`config.mk`:
```
export PLATFORM = sky130hd
export DESIGN_NAME = stat_irq_gen
export DESIGN_NICKNAME = d
export VERILOG_FILES = /design/src/rtl/stat_irq_pkg.sv /design/src/rtl/stat_en_reg.sv /design/src/rtl/stat_src_eval.sv /design/src/rtl/stat_edge_pulse.sv /design/src/rtl/stat_irq_gen.sv
export SDC_FILE = /design/constraint.sdc
export NUM_CORES = 1
export LEC_CHECK = 0
export BUFFER_PORTS_ARGS = -buffer_cell sky130_fd_sc_hd__buf_2
export CORE_AREA = 2 2 39 41
export DETAILED_ROUTE_END_ITERATION = 10
export DIE_AREA = 0 0 41 43
export GPL_TIMING_DRIVEN = 0
export SYNTH_ARGS = -nofsm -noshare
export SYNTH_HDL_FRONTEND = slang
export SYNTH_SLANG_ARGS = --single-unit
```
`constraint.sdc`:
```
create_clock -name clk -period 2.45 [get_ports clk]
set_clock_uncertainty 0.05 [all_clocks]
set_input_delay 0.3675 -clock clk [delete_from_list [all_inputs] [get_ports clk]]
set_output_delay 0.3675 -clock clk [all_outputs]
set_load 0.03 [all_outputs]
```
`src/rtl/stat_irq_pkg.sv`:
```
package stat_irq_pkg;
  localparam int NUM_SRC = 4;
  localparam int REG_W   = 8;
  localparam int EN_LSB  = 3;

  typedef enum logic [1:0] {
    MODE_HBLANK = 2'd0,
    MODE_VBLANK = 2'd1,
    MODE_OAM    = 2'd2,
    MODE_DRAW   = 2'd3
  } vmode_e;

  localparam int SRC_HBL = 0;
  localparam int SRC_VBL = 1;
  localparam int SRC_OAM = 2;
  localparam int SRC_LYC = 3;
endpackage

```
`src/rtl/stat_en_reg.sv`:
```
module stat_en_reg #(
  parameter int NUM_SRC = stat_irq_pkg::NUM_SRC,
  parameter int REG_W   = stat_irq_pkg::REG_W,
  parameter int EN_LSB  = stat_irq_pkg::EN_LSB
) (
  input  logic               clk,
  input  logic               rst_n,
  input  logic               wr_en_i,
  input  logic [REG_W-1:0]   wr_data_i,
  output logic [NUM_SRC-1:0] en_o
);
  localparam int EN_MSB = EN_LSB + NUM_SRC - 1;

  logic [NUM_SRC-1:0] en_q;
  logic [NUM_SRC-1:0] en_d;

  // Only the enable field is writable; the remaining bits are read-only.
  always_comb begin
    en_d = en_q;
    if (wr_en_i) en_d = wr_data_i[EN_MSB:EN_LSB];
  end

  always_ff @(posedge clk or negedge rst_n) begin
    if (!rst_n)       en_q <= '0;
    else if (wr_en_i) en_q <= en_d;
  end

  assign en_o = en_q;
endmodule

```
`src/rtl/stat_src_eval.sv`:
```
module stat_src_eval #(
  parameter int NUM_SRC = stat_irq_pkg::NUM_SRC
) (
  input  logic [1:0]         mode_i,
  input  logic               coinc_i,
  input  logic               disp_en_i,
  input  logic [NUM_SRC-1:0] mask_i,
  output logic               line_o
);
  localparam int NUM_MODE_SRC = NUM_SRC - 1;

  logic [NUM_SRC-1:0] active;
  logic [NUM_SRC-1:0] hit;

  // Mode sources 0..2 are decoded from the mode number; the last is coincidence.
  for (genvar i = 0; i < NUM_MODE_SRC; i++) begin : g_mode_src
    assign active[i] = (mode_i == 2'(i));
  end
  assign active[NUM_SRC-1] = coinc_i;

  for (genvar i = 0; i < NUM_SRC; i++) begin : g_hit
    assign hit[i] = active[i] & mask_i[i];
  end

  assign line_o = disp_en_i & (|hit);
endmodule

```
`src/rtl/stat_edge_pulse.sv`:
```
module stat_edge_pulse (
  input  logic clk,
  input  logic rst_n,
  input  logic line_d_i,
  output logic line_q_o,
  output logic pulse_o
);
  logic line_q;
  logic pulse_q;
  logic pulse_d;

  always_comb begin
    pulse_d = line_d_i & ~line_q;
  end

  always_ff @(posedge clk or negedge rst_n) begin
    if (!rst_n) begin
      line_q  <= 1'b0;
      pulse_q <= 1'b0;
    end else begin
      line_q  <= line_d_i;
      pulse_q <= pulse_d;
    end
  end

  assign line_q_o = line_q;
  assign pulse_o  = pulse_q;
endmodule

```
`src/rtl/stat_irq_gen.sv`:
```
module stat_irq_gen
  import stat_irq_pkg::*;
#(
  parameter int NSRC = NUM_SRC,
  parameter int RW   = REG_W,
  parameter int ELSB = EN_LSB
) (
  input  logic          clk,
  input  logic          rst_n,
  input  logic [1:0]    mode_i,
  input  logic          coinc_i,
  input  logic          disp_en_i,
  input  logic          wr_en_i,
  input  logic [RW-1:0] wr_data_i,
  input  logic          quirk_en_i,
  input  logic          quirk_hblank_i,
  output logic [RW-1:0] stat_rd_o,
  output logic          irq_req_o
);
  localparam int PAD_W = RW - ELSB - NSRC;

  logic [NSRC-1:0] en_q;
  logic [NSRC-1:0] eval_mask;
  logic            quirk_fire;
  logic            line_nxt;
  logic            line_q;

  stat_en_reg #(.NUM_SRC(NSRC), .REG_W(RW), .EN_LSB(ELSB)) u_en (
    .clk       (clk),
    .rst_n     (rst_n),
    .wr_en_i   (wr_en_i),
    .wr_data_i (wr_data_i),
    .en_o      (en_q)
  );

  // Legacy write quirk: for the write cycle, evaluate as if every source were enabled.
  always_comb begin
    quirk_fire = wr_en_i & quirk_en_i & disp_en_i &
                 ((mode_i == MODE_VBLANK) |
                  (quirk_hblank_i & (mode_i == MODE_HBLANK)));
    eval_mask  = quirk_fire ? {NSRC{1'b1}} : en_q;
  end

  stat_src_eval #(.NUM_SRC(NSRC)) u_eval (
    .mode_i    (mode_i),
    .coinc_i   (coinc_i),
    .disp_en_i (disp_en_i),
    .mask_i    (eval_mask),
    .line_o    (line_nxt)
  );

  stat_edge_pulse u_edge (
    .clk      (clk),
    .rst_n    (rst_n),
    .line_d_i (line_nxt),
    .line_q_o (line_q),
    .pulse_o  (irq_req_o)
  );

  assign stat_rd_o = {{PAD_W{1'b0}}, en_q, coinc_i, mode_i};
endmodule

```
==> impl_metrics.prom, run 1 <==
# TYPE chip_impl_metric gauge
chip_impl_info{name="result_of_the_run",value="finished, final reports clean"} 1
chip_impl_info{name="worst_hold_path_type",value="input port to flip-flop"} 1
chip_impl_metric{name="r2r_setup_slack",unit="ns"} 1.30
chip_impl_metric{name="place_ws",unit="ns"} 1.171
chip_impl_metric{name="cts.reportedPaths.clkPinSlew",unit="ns"} 0.04
chip_impl_metric{name="initial_utilization",unit="%"} 21.79
chip_impl_info{name="post-synth-top-count-cell",value="sky130_fd_sc_hd__dfrtp_1"} 1
chip_impl_metric{name="synth.cell_area",unit="µm²"} 301.5
chip_impl_info{name="cp-end-kind",value="primary output"} 1
chip_impl_metric{name="cts-buffers-inserted",unit=""} 3
chip_impl_metric{name="final-setup-viol-count",unit=""} 0
chip_impl_metric{name="cellPowerDensity",unit="nW/µm²"} 620.2
chip_impl_metric{name="cpPeakStageDelay",unit="ns"} 0.38
chip_impl_metric{name="grt_remaining_overflow",unit=""} 0
chip_impl_metric{name="finalWeightedCongestion",unit=""} 0.6732
chip_impl_info{name="cts_tree",value="built"} 1
chip_impl_metric{name="htreeDepth",unit=""} 1
chip_impl_metric{name="finalSetupTns",unit="ns"} 0
chip_impl_metric{name="syn_inst",unit=""} 24
chip_impl_metric{name="fp.dieH",unit="µm"} 43
chip_impl_metric{name="via_count",unit=""} 280
chip_impl_metric{name="min_period",unit="ns"} 1.252
chip_impl_metric{name="fp-row-count",unit=""} 14
chip_impl_info{name="regToRegStartpoint",value="u_en.en_o[0]"} 1
chip_impl_info{name="synth_common_cells",value="sky130_fd_sc_hd__dfrtp_1 (6), sky130_fd_sc_hd__buf_4 (4), sky130_fd_sc_hd__mux2_2 (4), sky130_fd_sc_hd__a32o_1 (3), sky130_fd_sc_hd__nor2b_1 (3)"} 1
chip_impl_metric{name="synth.ff_latch_count",unit=""} 6
chip_impl_metric{name="vias_per_cell",unit=""} 4.375
chip_impl_metric{name="gr-usage-all-layers",unit="%"} 9.909
chip_impl_metric{name="maximum_capacitance_violations",unit=""} 0
chip_impl_metric{name="post_cts_buffers",unit=""} 0
chip_impl_metric{name="final_net_count",unit=""} 67
chip_impl_metric{name="fmaxAchievable",unit="MHz"} 799.0
chip_impl_info{name="critPathTopFamily",value="flip-flops"} 1
chip_impl_metric{name="post_cts_resize_count",unit=""} 0
chip_impl_metric{name="timing.final.ws_setup",unit="ns"} 1.198
chip_impl_metric{name="clock_tree.buffer_depth",unit=""} 2
chip_impl_metric{name="detailedRoute.firstPassIterationCount",unit=""} 2
chip_impl_metric{name="drt-wirelength-per-cell",unit="µm"} 11.13
chip_impl_metric{name="grt_pass1_vias",unit=""} 266
chip_impl_metric{name="worstPathArrival",unit="ns"} 0.83
chip_impl_metric{name="synth_nets",unit=""} 41
chip_impl_metric{name="cts_hold_repair.buffers",unit=""} 1
chip_impl_metric{name="peakVddDrop",unit="µV"} 213.9
chip_impl_metric{name="synth.avg_cell_area",unit="µm²"} 12.56
chip_impl_metric{name="critPathMaxFanout",unit=""} 3
chip_impl_info{name="critPathKind",value="flip-flop to primary output"} 1
chip_impl_metric{name="path_depth",unit=""} 1
chip_impl_metric{name="grt_antenna_before_repair",unit=""} 0
chip_impl_metric{name="hold_crit_depth",unit=""} 2
chip_impl_metric{name="io_pins",unit=""} 26
chip_impl_metric{name="utilization_of_the_core_after_routing",unit="%"} 32.82
chip_impl_metric{name="starting_drc_count_in_detailed_routing",unit=""} 3
chip_impl_metric{name="ys_warn_count",unit=""} 0
chip_impl_info{name="crit_slowest_cell",value="sky130_fd_sc_hd__dfrtp_1"} 1
chip_impl_metric{name="coreArea",unit="µm²"} 1384
chip_impl_metric{name="synth-async-reset-ratio",unit="%"} 100.0
chip_impl_metric{name="synth-seq-area-share",unit="%"} 49.79
chip_impl_metric{name="timing.critical_path.buf_inv",unit=""} 1
chip_impl_info{name="setup.worst_path.start_class",value="flip-flop"} 1
chip_impl_metric{name="final_layout_size_suffix_gt1_share",unit="%"} 66.67
chip_impl_metric{name="die_x",unit="µm"} 41
chip_impl_metric{name="yosysTopAreaCellShare",unit="%"} 49.79
chip_impl_metric{name="power.static_leakage",unit="µW"} 0.0002332
chip_impl_info{name="critical_path.reg2reg.endpoint",value="u_edge.line_q_o"} 1
chip_impl_metric{name="grt_first_pass_wirelength",unit="µm"} 1110
chip_impl_info{name="grt_setup_unrepaired",value="false"} 1
chip_impl_metric{name="die_area",unit="µm²"} 1763
chip_impl_info{name="min_delay_worst_endpoint",value="u_en.en_o[2]"} 1
chip_impl_info{name="min_from",value="wr_data_i[5]"} 1
chip_impl_metric{name="insertion_delay",unit="ns"} 0.24
chip_impl_info{name="synth_ff_type",value="sky130_fd_sc_hd__dfrtp_1"} 1
chip_impl_metric{name="total_routed_wirelength",unit="µm"} 712
chip_impl_metric{name="grt_start_max_net_pins",unit=""} 7
chip_impl_info{name="critical_path_cell_list",value="buf_2"} 1
chip_impl_metric{name="synth-edff-count",unit=""} 0
chip_impl_metric{name="final_min_period_over_clock_period",unit="%"} 51.09
chip_impl_info{name="cts-root-buf",value="sky130_fd_sc_hd__clkbuf_4"} 1
chip_impl_info{name="post-synth-top-area-cell",value="sky130_fd_sc_hd__dfrtp_1"} 1
chip_impl_metric{name="worst-endpoint-required",unit="ns"} 2.03
chip_impl_metric{name="yosysUniqueCellTypes",unit=""} 9
chip_impl_info{name="synth_top_cells_by_area",value="sky130_fd_sc_hd__dfrtp_1 (50%), sky130_fd_sc_hd__mux2_2 (15%), sky130_fd_sc_hd__a32o_1 (10%)"} 1
chip_impl_metric{name="maxSlewViolCount",unit=""} 0
chip_impl_metric{name="drcViolationCount",unit=""} 0
chip_impl_metric{name="final_antenna_net_count",unit=""} 0
chip_impl_metric{name="hold_ws",unit="ns"} 0.3103
chip_impl_metric{name="timing_hold_violations_final",unit=""} 0
chip_impl_metric{name="antenna_cells",unit=""} 0
chip_impl_metric{name="io_buffer_count",unit=""} 20
chip_impl_metric{name="clock-sinks",unit=""} 6
chip_impl_metric{name="synthToLayoutAreaGrowth",unit="%"} 50.62
chip_impl_metric{name="reg2reg_depth",unit=""} 2
power breakdown:
group / leakage (µW) / switching, µW / total, µW / internal, µW
Combinational: 0.000147 / 42.8 / 75.4 / 32.6
Clock: 0.0000138 / 34.5 / 89.9 / 55.3
Sequential: 0.0000725 / 6.68 / 116 / 110
registers in the layout, indices dropped and copies added (netlist names):
name	flops
u_en.en_o	4
u_edge.pulse_o	1
u_edge.line_q_o	1
stage by stage:
step / total power (µW) / std cells / instance area [µm²]
6_report: 281.7 / 64 / 454.2
5_1_grt: 301.6 / 64 / 454.2
4_1_cts: 287.5 / 64 / 454.2
3_5_place_dp: 192.5 / 60 / 421.7
2_1_floorplan: 164.1 / 24 / 301.5
3_3_place_gp: 192.1 / 60 / 421.7
metal layers:
layer  vias to the layer above  track usage [%]  part of all wire [%]
met5                         -                0                     0
met4                         0            8.000                  0.70
met3                         2            4.712                    13
met2                        20            10.94                    40
met1                       125            13.82                    47
li1                        133                -                     -
area by class of cell:
class | instances | area, µm²
flip-flops and latches | 6 | 150.1
well taps | 16 | 20.02
plain buffers | 4 | 30.03
clock buffers | 3 | 22.52
multi-input cells | 13 | 117.6
inverters | 1 | 3.754
repair buffers | 21 | 110.1
fillers | 147 | 929.6
placed cells by master, fill, tap and decap left out, drive strengths merged, types with 3 or more instances in the layout:
cell    count
dfrtp       6
a32o        3
clkbuf      3
nor2b       3
mux2        4
buf        24
cell families (layout without fill, tap and decap cells):
kind of cell | count (synthesis) | after routing | share of synthesized area [%]
AND/OR/NAND/NOR | 3 | 3 | 6.225
buffers and inverters | 5 | 29 | 11.20
other | 1 | 1 | 1.244
multiplexers | 4 | 4 | 14.94
flip-flops | 6 | 6 | 49.79
AO/OA/AOI/OAI | 5 | 5 | 16.60
worst max-delay path by stage:
stage	startpoint	end	slack, ns
2_1_floorplan	u_en.en_o[0]	u_edge.line_q_o	1.19
3_3_place_gp	wr_en_i	u_edge.line_q_o	1.18
3_5_place_dp	wr_en_i	u_edge.line_q_o	1.17
4_1_cts	u_en.en_o[2]	stat_rd_o[5]	1.19
5_1_grt	u_en.en_o[2]	stat_rd_o[5]	1.16
6_report	u_en.en_o[2]	stat_rd_o[5]	1.20
No activity file was read; power rests on OpenSTA's default activity.
==> run 2: changes to the inputs <==
==> constraint.sdc (replaced) <==
create_clock -name clk -period 1 [get_ports clk]
set_clock_uncertainty 0.05 [all_clocks]
set_input_delay 0.15 -clock clk [delete_from_list [all_inputs] [get_ports clk]]
set_output_delay 0.15 -clock clk [all_outputs]
set_load 0.03 [all_outputs]
==> run 2 against run 1 <==
  * The run now ends with negative setup slack left
  * First-iteration DRC count is 67% lower
  * Core utilization is 2.7 points higher
  * Flip-flop and latch count did not move
  * Clock power is 140% higher
  * Routed wire length shrank 2.9%
  * Register-to-register slack got worse by 1.4 ns
  * Non-clock buffer count increased by 1
  * Total power rose to 2.6 times the previous value
  * Final cell count up 1.6%
  * Critical endpoint is now u_edge.line_q_o
  * Largest cell class is now non-clock buffers
==> impl_metrics.prom, run 2 (synthesis gave the netlist of run 1 again) <==
# TYPE chip_impl_metric gauge
chip_impl_metric{name="final_min_period_over_clock_period",unit="%"} 111.4
chip_impl_metric{name="maxSlewViolCount",unit=""} 0
chip_impl_metric{name="htreeDepth",unit=""} 1
chip_impl_metric{name="die_x",unit="µm"} 41
chip_impl_metric{name="power.share.clock",unit="%"} 30.3
chip_impl_info{name="regToRegStartpoint",value="u_en.en_o[1]"} 1
chip_impl_metric{name="worstPathArrival",unit="ns"} 1.19
chip_impl_metric{name="cts-buffers-inserted",unit=""} 3
chip_impl_metric{name="critPathMaxFanout",unit=""} 3
chip_impl_metric{name="drt-wirelength-per-cell",unit="µm"} 10.63
chip_impl_metric{name="grt_first_pass_wirelength",unit="µm"} 1076
chip_impl_metric{name="power_report.internal_total",unit="µW"} 512.2
chip_impl_metric{name="min_period",unit="ns"} 1.114
chip_impl_metric{name="timing_hold_violations_final",unit=""} 0
chip_impl_info{name="cp-end-kind",value="flip-flop"} 1
chip_impl_metric{name="fp.dieH",unit="µm"} 43
chip_impl_metric{name="maximum_capacitance_violations",unit=""} 0
chip_impl_metric{name="final_antenna_net_count",unit=""} 0
chip_impl_metric{name="coreArea",unit="µm²"} 1384
chip_impl_metric{name="path_depth",unit=""} 2
chip_impl_info{name="critical_path_cell_list",value="a211o_2, a32o_1"} 1
chip_impl_metric{name="total_routed_wirelength",unit="µm"} 691
chip_impl_info{name="critPathTopFamily",value="compound AO/OA/AOI/OAI gates"} 1
chip_impl_metric{name="power.net_switching",unit="µW"} 210.3
chip_impl_info{name="crit_slowest_cell",value="sky130_fd_sc_hd__dfrtp_2"} 1
chip_impl_info{name="setup.worst_path.start_class",value="flip-flop"} 1
chip_impl_metric{name="fp-row-count",unit=""} 14
chip_impl_metric{name="place_ws",unit="ns"} -0.1316
chip_impl_metric{name="final-setup-viol-count",unit=""} 3
chip_impl_metric{name="hpwl",unit="µm"} 576.1
chip_impl_metric{name="timing.final.ws_setup",unit="ns"} -0.1140
chip_impl_metric{name="power_consumption",unit="µW"} 722.5
chip_impl_info{name="crit_path_start",value="u_en.en_o[1]"} 1
chip_impl_info{name="cts-root-buf",value="sky130_fd_sc_hd__clkbuf_4"} 1
chip_impl_metric{name="via_count",unit=""} 276
chip_impl_metric{name="final_layout_size_suffix_gt1_share",unit="%"} 71.43
chip_impl_metric{name="combinationalPowerShare",unit="%"} 29.6
chip_impl_metric{name="io_buffer_count",unit=""} 20
chip_impl_metric{name="max_reg_flops",unit=""} 4
chip_impl_metric{name="gr-usage-all-layers",unit="%"} 9.808
chip_impl_metric{name="starting_drc_count_in_detailed_routing",unit=""} 1
chip_impl_metric{name="seq_power_share",unit="%"} 40.1
chip_impl_metric{name="worst-endpoint-required",unit="ns"} 1.07
chip_impl_info{name="violations",value="negative setup slack"} 1
chip_impl_metric{name="grt_antenna_before_repair",unit=""} 0
chip_impl_metric{name="clock-sinks",unit=""} 6
chip_impl_metric{name="finalWeightedCongestion",unit=""} 0.6486
chip_impl_metric{name="r2r_setup_slack",unit="ns"} -0.11
chip_impl_metric{name="grt_pass1_vias",unit=""} 259
chip_impl_metric{name="vias_per_cell",unit=""} 4.246
chip_impl_metric{name="cts.reportedPaths.clkPinSlew",unit="ns"} 0.05
chip_impl_info{name="layout_commonest_cell",value="sky130_fd_sc_hd__buf_2"} 1
chip_impl_metric{name="final_net_count",unit=""} 68
chip_impl_metric{name="timing.critical_path.buf_inv",unit=""} 0
chip_impl_metric{name="drcViolationCount",unit=""} 0
chip_impl_metric{name="reg2reg_depth",unit=""} 2
chip_impl_metric{name="insertion_delay",unit="ns"} 0.24
chip_impl_metric{name="cpPeakStageDelay",unit="ns"} 0.41
chip_impl_info{name="endpoint",value="u_edge.line_q_o"} 1
chip_impl_info{name="worst_hold_path_type",value="input port to flip-flop"} 1
chip_impl_metric{name="antenna_cells",unit=""} 0
chip_impl_metric{name="switching_share",unit="%"} 29.11
chip_impl_metric{name="io_pins",unit=""} 26
chip_impl_metric{name="peakVddDrop",unit="µV"} 542.4
chip_impl_metric{name="initial_utilization",unit="%"} 21.79
chip_impl_metric{name="die_area",unit="µm²"} 1763
chip_impl_metric{name="synthToLayoutAreaGrowth",unit="%"} 63.07
chip_impl_info{name="grt_setup_unrepaired",value="true"} 1
chip_impl_metric{name="clock_tree.buffer_depth",unit=""} 2
chip_impl_metric{name="cellPowerDensity",unit="nW/µm²"} 1469
chip_impl_metric{name="num-fill-cells",unit=""} 147
chip_impl_info{name="critPathKind",value="flip-flop to flip-flop"} 1
chip_impl_info{name="most-common-layout-cells",value="sky130_fd_sc_hd__buf_2 (15), sky130_fd_sc_hd__buf_4 (6), sky130_fd_sc_hd__mux2_2 (4), sky130_fd_sc_hd__buf_6 (4), sky130_fd_sc_hd__dfrtp_1 (4)"} 1
chip_impl_info{name="critical_path.reg2reg.endpoint",value="u_edge.line_q_o"} 1
chip_impl_info{name="result_of_the_run",value="finished with violations"} 1
chip_impl_metric{name="grt_start_max_net_pins",unit=""} 7
chip_impl_metric{name="power.static_leakage",unit="µW"} 0.0002447
chip_impl_info{name="cts_tree",value="built"} 1
chip_impl_metric{name="fmaxAchievable",unit="MHz"} 897.7
chip_impl_metric{name="grt_remaining_overflow",unit=""} 0
chip_impl_metric{name="detailedRoute.firstPassIterationCount",unit=""} 2
==> run 2: changes by cell type in the layout (fill, tap and decap cells not counted) <==
cell and change:
sky130_fd_sc_hd__dfrtp_1 -2, sky130_fd_sc_hd__dfrtp_2 +2, sky130_fd_sc_hd__buf_2 -5, sky130_fd_sc_hd__buf_6 +4, sky130_fd_sc_hd__buf_4 +2
==> run 2: what timing repair did <==
| action | 4_1_cts | 5_1_grt |
|---|---|---|
| setup buffers | 1 | 0 |
| endpoints found under the hold margin | 6 | 0 |
| hold buffers | 1 | 0 |
| pin swaps | 0 | 1 |
| gates resized for setup | 8 | 2 |
| endpoints found under the setup margin | 6 | 7 |
==> run 2: worst min-delay path by stage <==
stage | to | slack, ns | from | depth (start not counted)
finish | u_en.en_o[2] | 0.09 | wr_data_i[5] | 2
floorplan | u_edge.line_q_o | -0.20 | rst_n | 0
global route | u_en.en_o[0] | 0.09 | wr_data_i[3] | 2
global placement | u_edge.pulse_o | -0.07 | rst_n | 1
CTS | u_en.en_o[2] | 0.09 | wr_data_i[5] | 2
detailed placement | u_edge.pulse_o | -0.07 | rst_n | 1
==> run 2: per-layer routing <==
metal	track usage [%]	vias up	share of wire [%]	wire length, µm
met3	5.236	2	15	107
li1	-	136	-	-
met2	10.94	22	38	260
met1	13.16	116	45	311
met4	8.000	0	1.6	11
met5	0	-	0	0
==> run 2: per-stage QoR <==
step                cells  setup TNS [ns]  util [%]  instance area [µm²]  hold slack, ns
floorplan              24         -0.3221         -                304.0         -0.1956
detailed placement     60         -0.2530     30.65                424.2        -0.06854
global route           65         -0.4676     35.53                491.7         0.09260
global placement       60         -0.2210     30.65                424.2        -0.06912
finish                 65         -0.3215     35.53                491.7         0.09417
CTS                    65         -0.3625     35.35                489.2         0.08918
==> run 2: final cells by class <==
type / count / area [µm²] / share of cell area [%]
well taps: 16 / 20.02 / 4.071
repair buffers: 22 / 145.1 / 29.52
multi-input cells: 13 / 117.6 / 23.92
flip-flops and latches: 6 / 152.6 / 31.04
clock buffers: 3 / 22.52 / 4.580
plain buffers: 4 / 30.03 / 6.107
inverters: 1 / 3.754 / 0.7634
==> run 2: power groups by stage <==
stage / clock network (µW) / logic [µW] / registers, µW
final: 219 / 214 / 290
after detailed placement: 0 / 183 / 291
after CTS: 227 / 214 / 290
after global placement: 0 / 182 / 291
after global routing: 245 / 231 / 292
after floorplan: 0 / 73.6 / 330
==> run 3: changes to the inputs <==
--- a/config.mk
+++ b/config.mk
@@ -10,6 +10,7 @@
 export DETAILED_ROUTE_END_ITERATION = 10
 export DIE_AREA = 0 0 41 43
 export GPL_TIMING_DRIVEN = 0
+export SETUP_SLACK_MARGIN = 0.3
 export SYNTH_ARGS = -nofsm -noshare
 export SYNTH_HDL_FRONTEND = slang
 export SYNTH_SLANG_ARGS = --single-unit
==> run 3 against run 2 <==
  * The flow still finishes with violations (negative setup slack)
  * Non-clock buffer count did not move
  * Critical path depth did not move
  * Via count grew 2.2%
  * Total power up 9.6%
  * Global-route usage up 0.91 points
  * Design area is 14% higher
  * Critical endpoint unchanged
==> impl_metrics.prom, run 3 (synthesis gave the netlist of run 1 again) <==
# TYPE chip_impl_metric gauge
chip_impl_metric{name="grt_remaining_overflow",unit=""} 0
chip_impl_metric{name="fp.dieH",unit="µm"} 43
chip_impl_metric{name="io_buffer_count",unit=""} 20
chip_impl_metric{name="clock-sinks",unit=""} 6
chip_impl_metric{name="fmaxAchievable",unit="MHz"} 883.3
chip_impl_info{name="worst_hold_path_type",value="input port to flip-flop"} 1
chip_impl_metric{name="final_min_period_over_clock_period",unit="%"} 113.2
chip_impl_metric{name="power.static_leakage",unit="µW"} 0.0002697
chip_impl_info{name="cts-root-buf",value="sky130_fd_sc_hd__clkbuf_4"} 1
chip_impl_info{name="layout_commonest_cell",value="sky130_fd_sc_hd__buf_6"} 1
chip_impl_metric{name="combinationalPowerShare",unit="%"} 31.0
chip_impl_metric{name="worstPathArrival",unit="ns"} 1.22
chip_impl_metric{name="gr-usage-all-layers",unit="%"} 10.72
chip_impl_metric{name="synthToLayoutAreaGrowth",unit="%"} 86.31
chip_impl_metric{name="via_count",unit=""} 282
chip_impl_metric{name="seq_power_share",unit="%"} 37.0
chip_impl_metric{name="power.net_switching",unit="µW"} 234.6
chip_impl_metric{name="max_reg_flops",unit=""} 4
chip_impl_metric{name="cts.reportedPaths.clkPinSlew",unit="ns"} 0.05
chip_impl_metric{name="maxSlewViolCount",unit=""} 0
chip_impl_metric{name="peakVddDrop",unit="µV"} 576.2
chip_impl_info{name="critPathKind",value="flip-flop to flip-flop"} 1
chip_impl_metric{name="finalWeightedCongestion",unit=""} 0.6563
chip_impl_metric{name="min_period",unit="ns"} 1.132
chip_impl_metric{name="switching_share",unit="%"} 29.62
chip_impl_metric{name="initial_utilization",unit="%"} 21.79
chip_impl_info{name="grt_setup_unrepaired",value="true"} 1
chip_impl_metric{name="final_antenna_net_count",unit=""} 0
chip_impl_metric{name="vias_per_cell",unit=""} 4.273
chip_impl_info{name="cp-end-kind",value="flip-flop"} 1
chip_impl_metric{name="utilization_of_the_core_after_routing",unit="%"} 40.60
chip_impl_metric{name="io_pins",unit=""} 26
chip_impl_info{name="busiest_layer",value="met1"} 1
chip_impl_metric{name="finalInstanceArea",unit="µm²"} 561.8
chip_impl_metric{name="grt_start_max_net_pins",unit=""} 7
chip_impl_info{name="violations",value="negative setup slack"} 1
chip_impl_info{name="setup.worst_path.start_class",value="flip-flop"} 1
chip_impl_metric{name="starting_drc_count_in_detailed_routing",unit=""} 2
chip_impl_metric{name="critPathMaxFanout",unit=""} 3
chip_impl_metric{name="clock_tree.buffer_depth",unit=""} 2
chip_impl_metric{name="fp-row-count",unit=""} 14
chip_impl_metric{name="cellPowerDensity",unit="nW/µm²"} 1410
chip_impl_metric{name="htreeDepth",unit=""} 1
chip_impl_metric{name="power.share.clock",unit="%"} 32.0
chip_impl_metric{name="timing.final.ws_setup",unit="ns"} -0.1321
chip_impl_metric{name="detailedRoute.firstPassIterationCount",unit=""} 4
chip_impl_info{name="result_of_the_run",value="finished with violations"} 1
chip_impl_metric{name="die_area",unit="µm²"} 1763
chip_impl_metric{name="worst-endpoint-required",unit="ns"} 1.08
chip_impl_metric{name="drt-wirelength-per-cell",unit="µm"} 11.83
chip_impl_metric{name="final-setup-viol-count",unit=""} 5
chip_impl_metric{name="grt_pass1_vias",unit=""} 290
chip_impl_info{name="most-common-layout-cells",value="sky130_fd_sc_hd__buf_6 (13), sky130_fd_sc_hd__buf_2 (9), sky130_fd_sc_hd__dfrtp_2 (4)"} 1
chip_impl_metric{name="final_net_count",unit=""} 68
chip_impl_metric{name="coreArea",unit="µm²"} 1384
chip_impl_metric{name="power_consumption",unit="µW"} 792.1
chip_impl_info{name="cts_tree",value="built"} 1
chip_impl_metric{name="gr-usage-met2",unit="%"} 13.44
chip_impl_metric{name="met3_usage",unit="%"} 6.806
chip_impl_metric{name="timing_hold_violations_final",unit=""} 0
chip_impl_metric{name="final_layout_size_suffix_gt1_share",unit="%"} 74.00
chip_impl_metric{name="maximum_capacitance_violations",unit=""} 0
chip_impl_metric{name="grt_first_pass_wirelength",unit="µm"} 1214
chip_impl_metric{name="die_x",unit="µm"} 41
chip_impl_metric{name="antenna_cells",unit=""} 0
chip_impl_metric{name="power_report.internal_total",unit="µW"} 557.5
chip_impl_metric{name="drcViolationCount",unit=""} 0
chip_impl_metric{name="cts-buffers-inserted",unit=""} 3
chip_impl_metric{name="insertion_delay",unit="ns"} 0.25
chip_impl_metric{name="placement.cell_area",unit="µm²"} 426.7
chip_impl_metric{name="total_routed_wirelength",unit="µm"} 781
chip_impl_metric{name="use_met1",unit="%"} 13.49
chip_impl_metric{name="grt_antenna_before_repair",unit=""} 0
## run 3: changes by cell type in the layout (fill, tap and decap cells not counted), sizes merged
cell,previous run,this run
clkbuf,3,4
## run 3: metal layers
metal | routed length, µm | up-vias
li1 | - | 135
met4 | 17 | 0
met3 | 129 | 4
met2 | 297 | 24
met5 | 0 | -
met1 | 336 | 119
## run 3: layout make-up
class / count / area [µm²]
fillers: 136 / 822.0
inverters: 1 / 3.754
repair buffers: 22 / 186.4
plain buffers: 4 / 37.54
flip-flops and latches: 6 / 155.1
well taps: 16 / 20.02
multi-input cells: 13 / 132.6
clock buffers: 4 / 26.28
## run 3: final timing paths
path / start / to / slack (ns) / cells past startpoint
setup / recovery: u_en.en_o[0] / u_edge.line_q_o / -0.13 / 2
hold / removal: wr_data_i[5] / u_en.en_o[2] / 0.07 / 2
setup reg to reg: u_en.en_o[0] / u_edge.line_q_o / -0.13 / 2
hold reg to reg: u_en.en_o[0] / u_en.en_o[0] / 0.50 / 1
max in group asynchronous: rst_n / u_en.en_o[3] / 0.52 / 2
min in group asynchronous: rst_n / u_en.en_o[1] / 0.21 / 2
## run 3: timing repair
item,4_1_cts,5_1_grt
setup endpoints to repair,14,14
buffers inserted,0,1
hold endpoints to repair,6,0
pin swaps,0,1
hold buffers,1,0
resized for setup,17,8
gates cloned,0,0
## run 3: power groups by stage
stage / sequential, µW / clock (µW) / combinational, µW
floorplan: 332 / 0 / 73.6
global placement: 291 / 0 / 181
detailed placement: 291 / 0 / 183
CTS: 292 / 261 / 222
global route: 297 / 277 / 264
finish: 293 / 253 / 245
## run 3: worst max-delay path, stage by stage (launching register included)
cell	delay (ns)
sky130_fd_sc_hd__dfrtp_2	0.41
sky130_fd_sc_hd__a311o_1	0.30
sky130_fd_sc_hd__a32o_1	0.25
## run 3: through the flow
| stage | std cells | setup slack, ns | TNS, ns | hold slack (ns) |
|---|---|---|---|---|
| detailed placement | 60 | -0.1219 | -0.2353 | -0.06896 |
| CTS | 65 | -0.1358 | -0.3642 | 0.07009 |
| finish | 66 | -0.1321 | -0.4053 | 0.07386 |
| global placement | 60 | -0.1058 | -0.2089 | -0.07068 |
| floorplan | 24 | -0.1611 | -0.3221 | -0.1956 |
| global route | 66 | -0.1819 | -0.6121 | 0.07215 |
